--- config.mk ---
export PLATFORM = sky130hd
export DESIGN_NAME = rcdiv_tick_gen
export DESIGN_NICKNAME = d
export VERILOG_FILES = /design/src/rtl/rcdiv_pkg.sv /design/src/rtl/rcdiv_serdiv.sv /design/src/rtl/rcdiv_divreg.sv /design/src/rtl/rcdiv_phase.sv /design/src/rtl/rcdiv_tick_gen.sv
export SDC_FILE = /design/constraint.sdc
export NUM_CORES = 1
export LEC_CHECK = 0
export BUFFER_PORTS_ARGS = -buffer_cell sky130_fd_sc_hd__buf_2
export CAP_MARGIN = 20
export CORE_ASPECT_RATIO = 0.7
export CORE_MARGIN = 4
export CORE_UTILIZATION = 45
export CTS_CLUSTER_DIAMETER = 30
export DETAILED_ROUTE_END_ITERATION = 8
export HOLD_SLACK_MARGIN = 0.15
export PLACE_DENSITY = 0.63
export SYNTH_ARGS = -nofsm -noshare
export SYNTH_HDL_FRONTEND = slang
export SYNTH_SLANG_ARGS = --single-unit
--- constraint.sdc ---
create_clock -name clk -period 2.85 [get_ports clk]
set_input_delay 0.7125 -clock clk [delete_from_list [all_inputs] [get_ports clk]]
set_output_delay 0.7125 -clock clk [all_outputs]
set_load 0.02 [all_outputs]
--- src/rtl/rcdiv_pkg.sv ---
package rcdiv_pkg;
   localparam int unsigned DEF_DIV_W   = 16;
   localparam int unsigned DEF_FRAC_W  = 11;
   localparam int unsigned DEF_PER_W   = 24;
   localparam int unsigned DEF_NUM_W   = 32;
   localparam longint unsigned DEF_NUMERATOR = 64'd384000000;

   typedef enum logic {
      SD_IDLE = 1'b0,
      SD_RUN  = 1'b1
   } sd_state_e;
endpackage

--- src/rtl/rcdiv_serdiv.sv ---
module rcdiv_serdiv
   import rcdiv_pkg::*;
#(
   parameter int unsigned     NUM_W     = DEF_NUM_W,
   parameter int unsigned     DEN_W     = DEF_PER_W,
   parameter longint unsigned NUMERATOR = DEF_NUMERATOR
) (
   input  logic             clk,
   input  logic             rst_n,
   input  logic             start,
   input  logic [DEN_W-1:0] den,
   output logic             busy,
   output logic             done,
   output logic [NUM_W-1:0] quo
);
   localparam int unsigned CNT_W = (NUM_W > 1) ? $clog2(NUM_W) : 1;
   localparam logic [CNT_W-1:0] LAST = CNT_W'(NUM_W - 1);
   localparam logic [NUM_W-1:0] NUM_V = NUM_W'(NUMERATOR);

   sd_state_e        state;
   logic [CNT_W-1:0] cnt;
   logic [DEN_W-1:0] rem;
   logic [DEN_W-1:0] den_q;
   logic [NUM_W-1:0] q;
   logic             done_q;

   logic [DEN_W:0]   rem_sh;
   logic [DEN_W:0]   rem_diff;
   logic             fits;
   logic [DEN_W-1:0] rem_nx;

   always_comb begin
      rem_sh   = {rem, q[NUM_W-1]};
      rem_diff = rem_sh - {1'b0, den_q};
      fits     = (rem_sh >= {1'b0, den_q});
      rem_nx   = fits ? rem_diff[DEN_W-1:0] : rem_sh[DEN_W-1:0];
   end

   always_ff @(posedge clk or negedge rst_n) begin
      if (!rst_n) begin
         state  <= SD_IDLE;
         cnt    <= '0;
         rem    <= '0;
         den_q  <= '0;
         q      <= '0;
         done_q <= 1'b0;
      end else begin
         done_q <= 1'b0;
         case (state)
            SD_IDLE: begin
               if (start) begin
                  state <= SD_RUN;
                  cnt   <= '0;
                  rem   <= '0;
                  den_q <= den;
                  q     <= NUM_V;
               end
            end
            SD_RUN: begin
               rem <= rem_nx;
               q   <= {q[NUM_W-2:0], fits};
               cnt <= cnt + 1'b1;
               if (cnt == LAST) begin
                  state  <= SD_IDLE;
                  done_q <= 1'b1;
               end
            end
            default: state <= SD_IDLE;
         endcase
      end
   end

   assign busy = (state == SD_RUN);
   assign done = done_q;
   assign quo  = q;
endmodule

--- src/rtl/rcdiv_divreg.sv ---
module rcdiv_divreg #(
   parameter int unsigned       DIV_W     = 16,
   parameter int unsigned       FRAC_W    = 11,
   parameter int unsigned       QUO_W     = 32,
   parameter logic [DIV_W-1:0]  RESET_DIV = 16'h5000,
   parameter bit                SATURATE  = 1'b1
) (
   input  logic             clk,
   input  logic             rst_n,
   input  logic             host_wr,
   input  logic [DIV_W-1:0] host_val,
   input  logic             cal_done,
   input  logic [QUO_W-1:0] cal_quo,
   input  logic             commit,
   output logic [DIV_W-1:0] active
);
   localparam int unsigned INT_W = DIV_W - FRAC_W;

   logic             cal_ok;
   logic [DIV_W-1:0] cal_val;
   logic             cand_v;
   logic [DIV_W-1:0] cand;
   logic             cand_ok;
   logic [DIV_W-1:0] pend;
   logic             pend_v;
   logic [DIV_W-1:0] act_q;

   generate
      if (QUO_W <= DIV_W) begin : g_narrow
         assign cal_ok  = 1'b1;
         assign cal_val = DIV_W'(cal_quo);
      end else if (SATURATE) begin : g_clamp
         logic over;
         assign over    = |cal_quo[QUO_W-1:DIV_W];
         assign cal_ok  = 1'b1;
         assign cal_val = over ? {DIV_W{1'b1}} : cal_quo[DIV_W-1:0];
      end else begin : g_drop
         assign cal_ok  = ~|cal_quo[QUO_W-1:DIV_W];
         assign cal_val = cal_quo[DIV_W-1:0];
      end
   endgenerate

   always_comb begin
      cand_v = 1'b0;
      cand   = '0;
      if (host_wr) begin
         cand_v = 1'b1;
         cand   = host_val;
      end else if (cal_done && cal_ok) begin
         cand_v = 1'b1;
         cand   = cal_val;
      end
      cand_ok = |cand[DIV_W-1 -: INT_W];
   end

   always_ff @(posedge clk or negedge rst_n) begin
      if (!rst_n) begin
         act_q  <= RESET_DIV;
         pend   <= RESET_DIV;
         pend_v <= 1'b0;
      end else begin
         if (commit && pend_v) begin
            act_q  <= pend;
            pend_v <= 1'b0;
         end
         if (cand_v && cand_ok) begin
            pend   <= cand;
            pend_v <= 1'b1;
         end
      end
   end

   assign active = act_q;
endmodule

--- src/rtl/rcdiv_phase.sv ---
module rcdiv_phase #(
   parameter int unsigned DIV_W  = 16,
   parameter int unsigned FRAC_W = 11
) (
   input  logic             clk,
   input  logic             rst_n,
   input  logic             src_tick,
   input  logic [DIV_W-1:0] divisor,
   output logic             wrap,
   output logic             tick
);
   localparam int unsigned PH_W = DIV_W + 1;
   localparam logic [PH_W-1:0] STEP = PH_W'(1) << FRAC_W;

   logic [PH_W-1:0] phase;
   logic [PH_W-1:0] sum;
   logic [PH_W-1:0] div_x;
   logic            tick_q;

   always_comb begin
      div_x = {1'b0, divisor};
      sum   = phase + STEP;
      wrap  = src_tick && (sum >= div_x);
   end

   always_ff @(posedge clk or negedge rst_n) begin
      if (!rst_n) begin
         phase  <= '0;
         tick_q <= 1'b0;
      end else begin
         tick_q <= wrap;
         if (src_tick) begin
            phase <= wrap ? (sum - div_x) : sum;
         end
      end
   end

   assign tick = tick_q;
endmodule

--- src/rtl/rcdiv_tick_gen.sv ---
module rcdiv_tick_gen
   import rcdiv_pkg::*;
#(
   parameter int unsigned     DIV_W     = DEF_DIV_W,
   parameter int unsigned     FRAC_W    = DEF_FRAC_W,
   parameter int unsigned     PER_W     = DEF_PER_W,
   parameter int unsigned     NUM_W     = DEF_NUM_W,
   parameter longint unsigned NUMERATOR = DEF_NUMERATOR,
   parameter logic [DIV_W-1:0] RESET_DIV = 16'h5000,
   parameter bit              SATURATE  = 1'b1
) (
   input  logic             clk,
   input  logic             rst_n,
   input  logic             src_tick,
   input  logic             div_wr,
   input  logic [DIV_W-1:0] div_wdata,
   input  logic             cal_start,
   input  logic [PER_W-1:0] cal_period,
   output logic             tick_out,
   output logic [DIV_W-1:0] div_cur,
   output logic             cal_busy,
   output logic             cal_done
);
   generate
      if (FRAC_W == 0 || FRAC_W >= DIV_W) begin : g_bad_frac
         $error("rcdiv_tick_gen: FRAC_W must lie between 1 and DIV_W-1");
      end
      if (NUM_W < 2 || NUM_W > 64) begin : g_bad_num
         $error("rcdiv_tick_gen: NUM_W must lie between 2 and 64");
      end
      if (RESET_DIV[DIV_W-1 -: (DIV_W - FRAC_W)] == '0) begin : g_bad_rst
         $error("rcdiv_tick_gen: RESET_DIV needs a nonzero integer part");
      end
   endgenerate

   logic             wrap;
   logic [NUM_W-1:0] quo;
   logic [DIV_W-1:0] active;

   rcdiv_serdiv #(
      .NUM_W     (NUM_W),
      .DEN_W     (PER_W),
      .NUMERATOR (NUMERATOR)
   ) u_serdiv (
      .clk   (clk),
      .rst_n (rst_n),
      .start (cal_start),
      .den   (cal_period),
      .busy  (cal_busy),
      .done  (cal_done),
      .quo   (quo)
   );

   rcdiv_divreg #(
      .DIV_W     (DIV_W),
      .FRAC_W    (FRAC_W),
      .QUO_W     (NUM_W),
      .RESET_DIV (RESET_DIV),
      .SATURATE  (SATURATE)
   ) u_divreg (
      .clk      (clk),
      .rst_n    (rst_n),
      .host_wr  (div_wr),
      .host_val (div_wdata),
      .cal_done (cal_done),
      .cal_quo  (quo),
      .commit   (wrap),
      .active   (active)
   );

   rcdiv_phase #(
      .DIV_W  (DIV_W),
      .FRAC_W (FRAC_W)
   ) u_phase (
      .clk      (clk),
      .rst_n    (rst_n),
      .src_tick (src_tick),
      .divisor  (active),
      .wrap     (wrap),
      .tick     (tick_out)
   );

   assign div_cur = active;
endmodule

==> qor.csv, run 1 <==
stage;metric;value;unit
run;maximum capacitance violations;0;
placement;HPWL after DPL;12800;um
setup_path;cell with the biggest individual delay on the critical path;o41a_1;
grt;Top Usage Layer GRT;met1;
logic_synthesis;top cell types by occurrence after synthesis;nand2_1, dfrtp_1, o21ai_0;
grt;number of global-route vias before repair;5984;
logic_synthesis;warnings from Yosys;0;
logic_synthesis;synthesized area divided by synthesized cell count;9.042;sq um
floorplanning;starting density of the core;0.4679;
placement;buffers added on ports;63;
logic_synthesis;simple logic cell fraction of the synthesized area;0.1384;
logic_synthesis;library cell occupying the most area in the post-synthesis netlist;dfrtp_1;
final_layout;Layout area overhead;22.89;%
timing;worst-margin pin slew;0.6648;ns
logic_synthesis;most used flip-flop cell after synthesis;dfrtp_1;
setup_path;chain of cells forming the critical path;inv_2, ha_4, nor2b_4, o21a_1, a311o_1, a311oi_4, o21ai_2, o41a_1, buf_4, mux2i_2, nor2_1, a31o_1;
logic_synthesis;fraction of synthesized area in multiplexers;0.05513;
floorplanning;area of the die;0.01950;sq mm
logic_synthesis;Synth cell types;61;
final_layout;share of layout cells above drive strength 1;0.2436;
placement;routability congestion estimate;0.8662;
logic_synthesis;area fraction of the dominant cell type after synthesis;0.4307;
timing;maximum clock rate;0.3514;GHz
hold_path;Min-Delay Path Class;in -> async;
logic_synthesis;Syn Std Cell Area;0.007785;sq mm
floorplanning;number of placed I/O pins;64;
status;result of the run;finished, final reports clean;
grt;Global Route met1 Usage;0.3178;
timing;total negative setup slack;0;ns
detailed_routing;number of detailed-routing iterations run before antenna repair;5;
detailed_routing;routed length per instance;15.57;um
clocking;clock slew at reported path FFs;0.06;ns
final_layout;Final #Nets;1058;
logic_synthesis;FFs w/ async S/R, synth;1.000;
grt;initial antenna violation count;0;
grt;Congestion Overflow GR;0;
grt;pin count of the biggest net entering global routing;71;
logic_synthesis;EDFF count, synth;0;
detailed_routing;number of remaining DRC errors;0;
detailed_routing;ratio of routed vias to standard cells;5.321;
detailed_routing;vias after detailed routing;6417;
clocking;Clock Root Buffer;clkbuf_16;
timing;Final Hold Fails;0;
floorplanning;horizontal die dimension;165.2;um
timing;shortest period the worst path allows;2.845;ns
clocking;clock tree from TritonCTS;done;
logic_synthesis;area share of xor/xnor cells in the synthesized design;0.03825;
logic_synthesis;most common cell in the netlist;nand2_1;
setup_path;CP endpoint kind;register;
logic_synthesis;synthesized-area fraction occupied by ao, oa, aoi and oai cells;0.1969;
timing;Setup violations, final;0;
timing;final-report max-slew violation count;0;
logic_synthesis;main combinational cell family by area after synthesis;compound AO/OA/AOI/OAI gates;
logic_synthesis;top cells by area, synth;dfrtp_1, o21ai_0, nand2_1;
setup_path;launching element type of the critical path;register;
timing;worst slew margin relative to its limit;0.5568;
setup_path;critical path fanouts, max;8;
detailed_routing;violation count after the first detailed-routing iteration;426;
floorplanning;site row count;39;
clocking;clk sinks;138;
timing;worst clock skew;0.01118;ns
timing;fin crit share;0.9984;
clocking;worst-case clock buffer depth;2;
grt;met3 Track Usage GR;0.04550;
setup_path;largest incremental delay on the critical path;0.44;ns
detailed_routing;number of routed nets with antenna violations;0;
clocking;H-tree levels;4;
clocking;worst skew pair latency;0.43;ns
clocking;CTS Buf Count;17;
logic_synthesis;Post-Synth Adder-Cell Area;0.07425;
clocking;hold buffer count at cts;0;
logic_synthesis;number of standard cells after synthesis;861;
grt;first-pass GRT wire length;30750;um
setup_path;Arr. time, crit path;3.16;ns
setup_path;data required time of the worst path;3.16;ns
logic_synthesis;FF+latch count, synth;138;
logic_synthesis;Seq/Total Area, Yosys;0.4442;
timing;RSZ-0062 raised after global routing;true;
grt;met2 routing resource usage after global routing;0.2579;
detailed_routing;sum of routed wire length over all layers;18770;um
grt;gr usage total;0.1954;
setup_path;Worst Path Class, Setup;reg -> reg;
final_layout;Ant. Diodes;0;
logic_synthesis;nets in the synthesized netlist;951;
floorplanning;Core ar.;0.01664;sq mm
floorplanning;y dimension of the die;118.0;um
## area by class of cell
class / instances / area, sq um
repair buffers: 127 / 878.3
flip-flops and latches: 138 / 3461
clock buffers: 21 / 470.5
fillers: 1481 / 7073
well taps: 225 / 281.5
inverters: 60 / 232.7
clock inverters: 11 / 121.4
multi-input cells: 624 / 4121
## worst paths after layout
path / startpoint / endpoint / slack, ns / depth (start not counted)
max: u_serdiv.den_q[1] / u_serdiv.rem[12] / 0.005 / 12
min: rst_n / u_serdiv.den_q[21] / 0.29 / 1
max reg2reg: u_serdiv.den_q[1] / u_serdiv.rem[12] / 0.005 / 12
min reg2reg: u_divreg.pend[11] / u_divreg.pend[11] / 0.47 / 1
max in group asynchronous: rst_n / u_divreg.active[12] / 1.80 / 2
min in group clk: u_divreg.pend[11] / u_divreg.pend[11] / 0.47 / 1
## layer usage
| layer | up-vias | share of wire |
|---|---|---|
| met5 | - | 0 |
| met1 | 3034 | 0.54 |
| met4 | 0 | 0.0074 |
| met2 | 148 | 0.41 |
| met3 | 10 | 0.042 |
| li1 | 3225 | - |
## stage by stage
| step | hold WS (ns) | instances | utilization | instance area [sq um] | worst slack (ns) |
|---|---|---|---|---|---|
| 2_1_floorplan | 0.4169 | 861 | - | 7799 | 0.02176 |
| 3_3_place_gp | 0.4618 | 1164 | 0.5214 | 8676 | -0.08883 |
| 3_5_place_dp | 0.4679 | 1164 | 0.5214 | 8676 | -0.07091 |
| 4_1_cts | 0.3236 | 1196 | 0.5574 | 9275 | 0.01243 |
| 5_1_grt | 0.3527 | 1206 | 0.5749 | 9567 | -0.1210 |
| 6_report | 0.2915 | 1206 | 0.5749 | 9567 | 0.004540 |
## cells by family (layout without fill, tap and decap cells)
kind of cell	after synthesis	count (layout)
buffers and inverters	99	219
DFF	138	138
AOI/OAI and AO/OA	255	255
and+or+nand+nor	251	251
xor gates and xnor gates	34	34
muxes	39	39
adders and majority gates	45	45
## timing repair
| item | in CTS | in global routing |
|---|---|---|
| cloned | 0 | 0 |
| gates resized for setup | 3 | 49 |
| endpoints found under the setup margin | 13 | 58 |
| pin swaps | 3 | 18 |
| setup buffers | 0 | 10 |
## cell usage in the layout, fill, tap and decap left out, types with 5 or more instances in the layout
master and instances:
nand2b_1 6, ha_1 36, nor2_1 35, and3_1 5
xor2_1 12, nand2_1 149, o211ai_1 11, a21oi_2 6
clkbuf_16 17, buf_6 8, a21o_1 20, mux2_2 30
o21a_1 6, o21ai_0 123, nand3_1 16, o21ai_1 5
nor3_1 9, a31oi_1 8, buf_4 53, inv_1 54
buf_2 62, mux2i_1 7, a21oi_1 33, dfrtp_1 132
ha_4 5, xnor2_1 22
## sequential cells by signal (all words and copies together) (netlist names), 5 cells and up
signal,cells
u_serdiv.quo,32
u_serdiv.den_q,24
u_serdiv.rem,24
u_phase.phase,17
u_divreg.active,16
u_divreg.pend,16
u_serdiv.cnt,5
## critical path, delay by kind of cell, from the launching register on
family | cells | cell delay [ns]
buffers and inverters | 2 | 0.28
AO/OA/AOI/OAI | 6 | 1.49
flip-flops | 1 | 0.38
AND/OR/NAND/NOR | 2 | 0.18
adder cells (fa/ha/maj) | 1 | 0.20
multiplexers | 1 | 0.18
Power of run 1 is not shown: default switching activity piles up to over one toggle a cycle in this logic, so the estimate is an artifact.
==> inputs of run 2 (changes only) <==
CORE_UTILIZATION = 30   (was 45)
CTS_CLUSTER_DIAMETER = not set   (was 30)
PLACE_DENSITY = 0.45   (was 0.63)
SYNTH_HIERARCHICAL = 1   (was not set)
==> qor.csv, run 2 <==
stage;metric;value;unit
logic_synthesis;library cell occupying the most area in the post-synthesis netlist;dfrtp_1;
setup_path;destination of the worst register-to-register timing path;u_divreg/active[15];
grt;met3 Track Usage GR;0.03212;
setup_path;critical path fanouts, max;8;
floorplanning;starting density of the core;0.3092;
floorplanning;number of placed I/O pins;64;
timing;Final Hold Fails;0;
setup_path;capturing element of the worst setup path;u_divreg/active[15];
clocking;worst-case clock buffer depth;2;
setup_path;CP endpoint kind;register;
detailed_routing;number of routed nets with antenna violations;0;
run;maximum capacitance violations;0;
setup_path;startpoint of the most critical setup path;u_divreg/active[1];
grt;first-pass GRT wire length;34130;um
logic_synthesis;number of standard cells after synthesis;886;
logic_synthesis;Syn Std Cell Area;0.008036;sq mm
timing;worst slew margin relative to its limit;0.3263;
grt;met2 routing resource usage after global routing;0.1781;
grt;number of global-route vias before repair;6128;
logic_synthesis;most common cell in the netlist;dfrtp_1;
final_layout;Layout area overhead;25.10;%
logic_synthesis;EDFF count, synth;0;
logic_synthesis;top cells by area, synth;dfrtp_1, o21ai_0, ha_1;
setup_path;worst-case register-to-register setup slack;0.09;ns
grt;Top Usage Layer GRT;met1;
logic_synthesis;Synth cell types;69;
clocking;clk sinks;138;
floorplanning;site row count;49;
clocking;hold buffer count at cts;0;
clocking;clock tree from TritonCTS;done;
logic_synthesis;Seq/Total Area, Yosys;0.4303;
setup_path;Arr. time, crit path;3.07;ns
final_layout;max FFs per register;32;
grt;Congestion Overflow GR;0;
detailed_routing;routed length per instance;15.84;um
final_layout;Final #Nets;1083;
floorplanning;area of the die;0.02951;sq mm
final_layout;most frequent cells in the layout;nand2_1, dfrtp_1, o21ai_0, buf_2, buf_4;
timing;shortest period the worst path allows;2.765;ns
logic_synthesis;FFs w/ async S/R, synth;1.000;
final_layout;design area;0.01005;sq mm
grt;gr usage total;0.1429;
grt;initial antenna violation count;0;
clocking;CTS Buf Count;17;
final_layout;share of layout cells above drive strength 1;0.2435;
floorplanning;Core ar.;0.02599;sq mm
logic_synthesis;FF+latch count, synth;138;
logic_synthesis;synthesized area divided by synthesized cell count;9.070;sq um
status;result of the run;finished, final reports clean;
clocking;clock slew at reported path FFs;0.06;ns
placement;area of placed instances;0.009107;sq mm
clocking;Clock Root Buffer;clkbuf_16;
logic_synthesis;warnings from Yosys;6;
setup_path;Worst R2R Path Depth;10;
floorplanning;y dimension of the die;144.9;um
clocking;worst skew pair latency;0.43;ns
placement;HPWL after DPL;15300;um
logic_synthesis;most used flip-flop cell after synthesis;dfrtp_1;
timing;final-report max-slew violation count;0;
logic_synthesis;top cell types by occurrence after synthesis;dfrtp_1, nand2_1, o21ai_0;
hold_path;Min-Delay Path Class;in -> async;
detailed_routing;number of detailed-routing iterations run before antenna repair;5;
grt;pin count of the biggest net entering global routing;55;
timing;RSZ-0062 raised after global routing;true;
floorplanning;horizontal die dimension;203.6;um
setup_path;launching element type of the critical path;register;
clocking;H-tree levels;4;
setup_path;Worst Path Class, Setup;reg -> reg;
timing;worst clock skew;0.01042;ns
logic_synthesis;area fraction of the dominant cell type after synthesis;0.4173;
placement;buffers added on ports;63;
final_layout;Ant. Diodes;0;
setup_path;startpoint of the worst register-to-register path;u_divreg/active[1];
grt;Global Route met1 Usage;0.2397;
detailed_routing;violation count after the first detailed-routing iteration;435;
timing;maximum clock rate;0.3617;GHz
detailed_routing;ratio of routed vias to standard cells;4.847;
timing;Setup violations, final;0;
timing;fin crit share;0.9701;
placement;routability congestion estimate;0.8168;
detailed_routing;vias after detailed routing;6606;
timing;worst-margin pin slew;1.009;ns
logic_synthesis;nets in the synthesized netlist;976;
final_layout;Filler Cell Count;2668;
final_layout;end-of-flow core utilization;0.3867;
setup_path;data required time of the worst path;3.16;ns
detailed_routing;number of remaining DRC errors;0;
detailed_routing;sum of routed wire length over all layers;21590;um
[run 2: cell count changes after synthesis, sizes merged, moves of 4 or more]
cell | previous run | this run
a221o | 1 | 5
a31o | 7 | 3
o211ai | 11 | 3
nand3b | 4 | 0
xnor2 | 22 | 17
nor2 | 39 | 57
and2 | 0 | 4
a31oi | 10 | 16
o21ai | 130 | 118
nand2 | 152 | 130
o21a | 6 | 11
and3 | 5 | 17
nor3 | 9 | 18
buf | 8 | 13
[run 2: area by class of cell]
cell class	count	area (sq um)	area share
multi-input combinational	652	4443	0.4419
sequential	138	3465	0.3446
timing repair buffer	128	868.3	0.08637
tap	357	446.7	0.04443
clock buffer	17	425.4	0.04231
inverter	56	215.2	0.02141
clock inverter	15	190.2	0.01892
[run 2: worst min-delay path by stage]
stage | slack [ns] | start | end | cells past startpoint
2_1_floorplan | 0.42 | rst_n | u_divreg/active[0] | 0
3_5_place_dp | 0.47 | u_serdiv/cnt[3] | u_serdiv/cnt[3] | 1
5_1_grt | 0.29 | rst_n | u_phase/phase[12] | 1
6_report | 0.26 | rst_n | u_phase/phase[12] | 1
4_1_cts | 0.28 | rst_n | u_phase/phase[12] | 1
3_3_place_gp | 0.47 | u_serdiv/cnt[3] | u_serdiv/cnt[3] | 1
[run 2: critical path, stage by stage, from the launching register on]
cell and delay [ns]:
dfrtp_2 0.43, inv_4 0.08, ha_4 0.20, nor2b_1 0.13
o31a_1 0.33, o21a_4 0.24, o21a_4 0.21, o41ai_4 0.41
inv_4 0.13, nand2_8 0.16, mux2_4 0.31
[run 2: layer usage]
metal  up-vias  wire (um)
met5         -          0
met4         0        197
met3        14        859
met1      3130      12410
li1       3342          -
met2       120       8125
[run 2: timing repair]
item,4_1_cts,5_1_grt
cloned,0,2
setup buffers,0,9
pin swaps,0,14
gates resized for setup,3,43
endpoints found under the setup margin,2,35
[run 2: kinds of logic (layout without fill, tap and decap cells)]
kind of cell    after synthesis  count (layout)  share of synthesized area
fa+ha+maj                    45              45                    0.07193
flops                       138             138                     0.4303
buf+inv                      97             216                    0.04998
simple gates                281             282                     0.1604
mux                          34              34                    0.04686
xor+xnor                     30              30                    0.03269
compound gates              261             261                     0.2079
[run 2: per-stage QoR]
stage	hold WS [ns]	setup TNS, ns	worst slack (ns)	cells
6_report	0.2606	0	0.08516	1363
3_3_place_gp	0.4693	-0.07409	-0.07409	1320
2_1_floorplan	0.4169	-0.0007492	-0.0007492	886
4_1_cts	0.2755	0	0.01535	1352
3_5_place_dp	0.4742	0	0.004661	1320
5_1_grt	0.2950	-0.07821	-0.02913	1363
Power of run 2 is left out for the same reason.
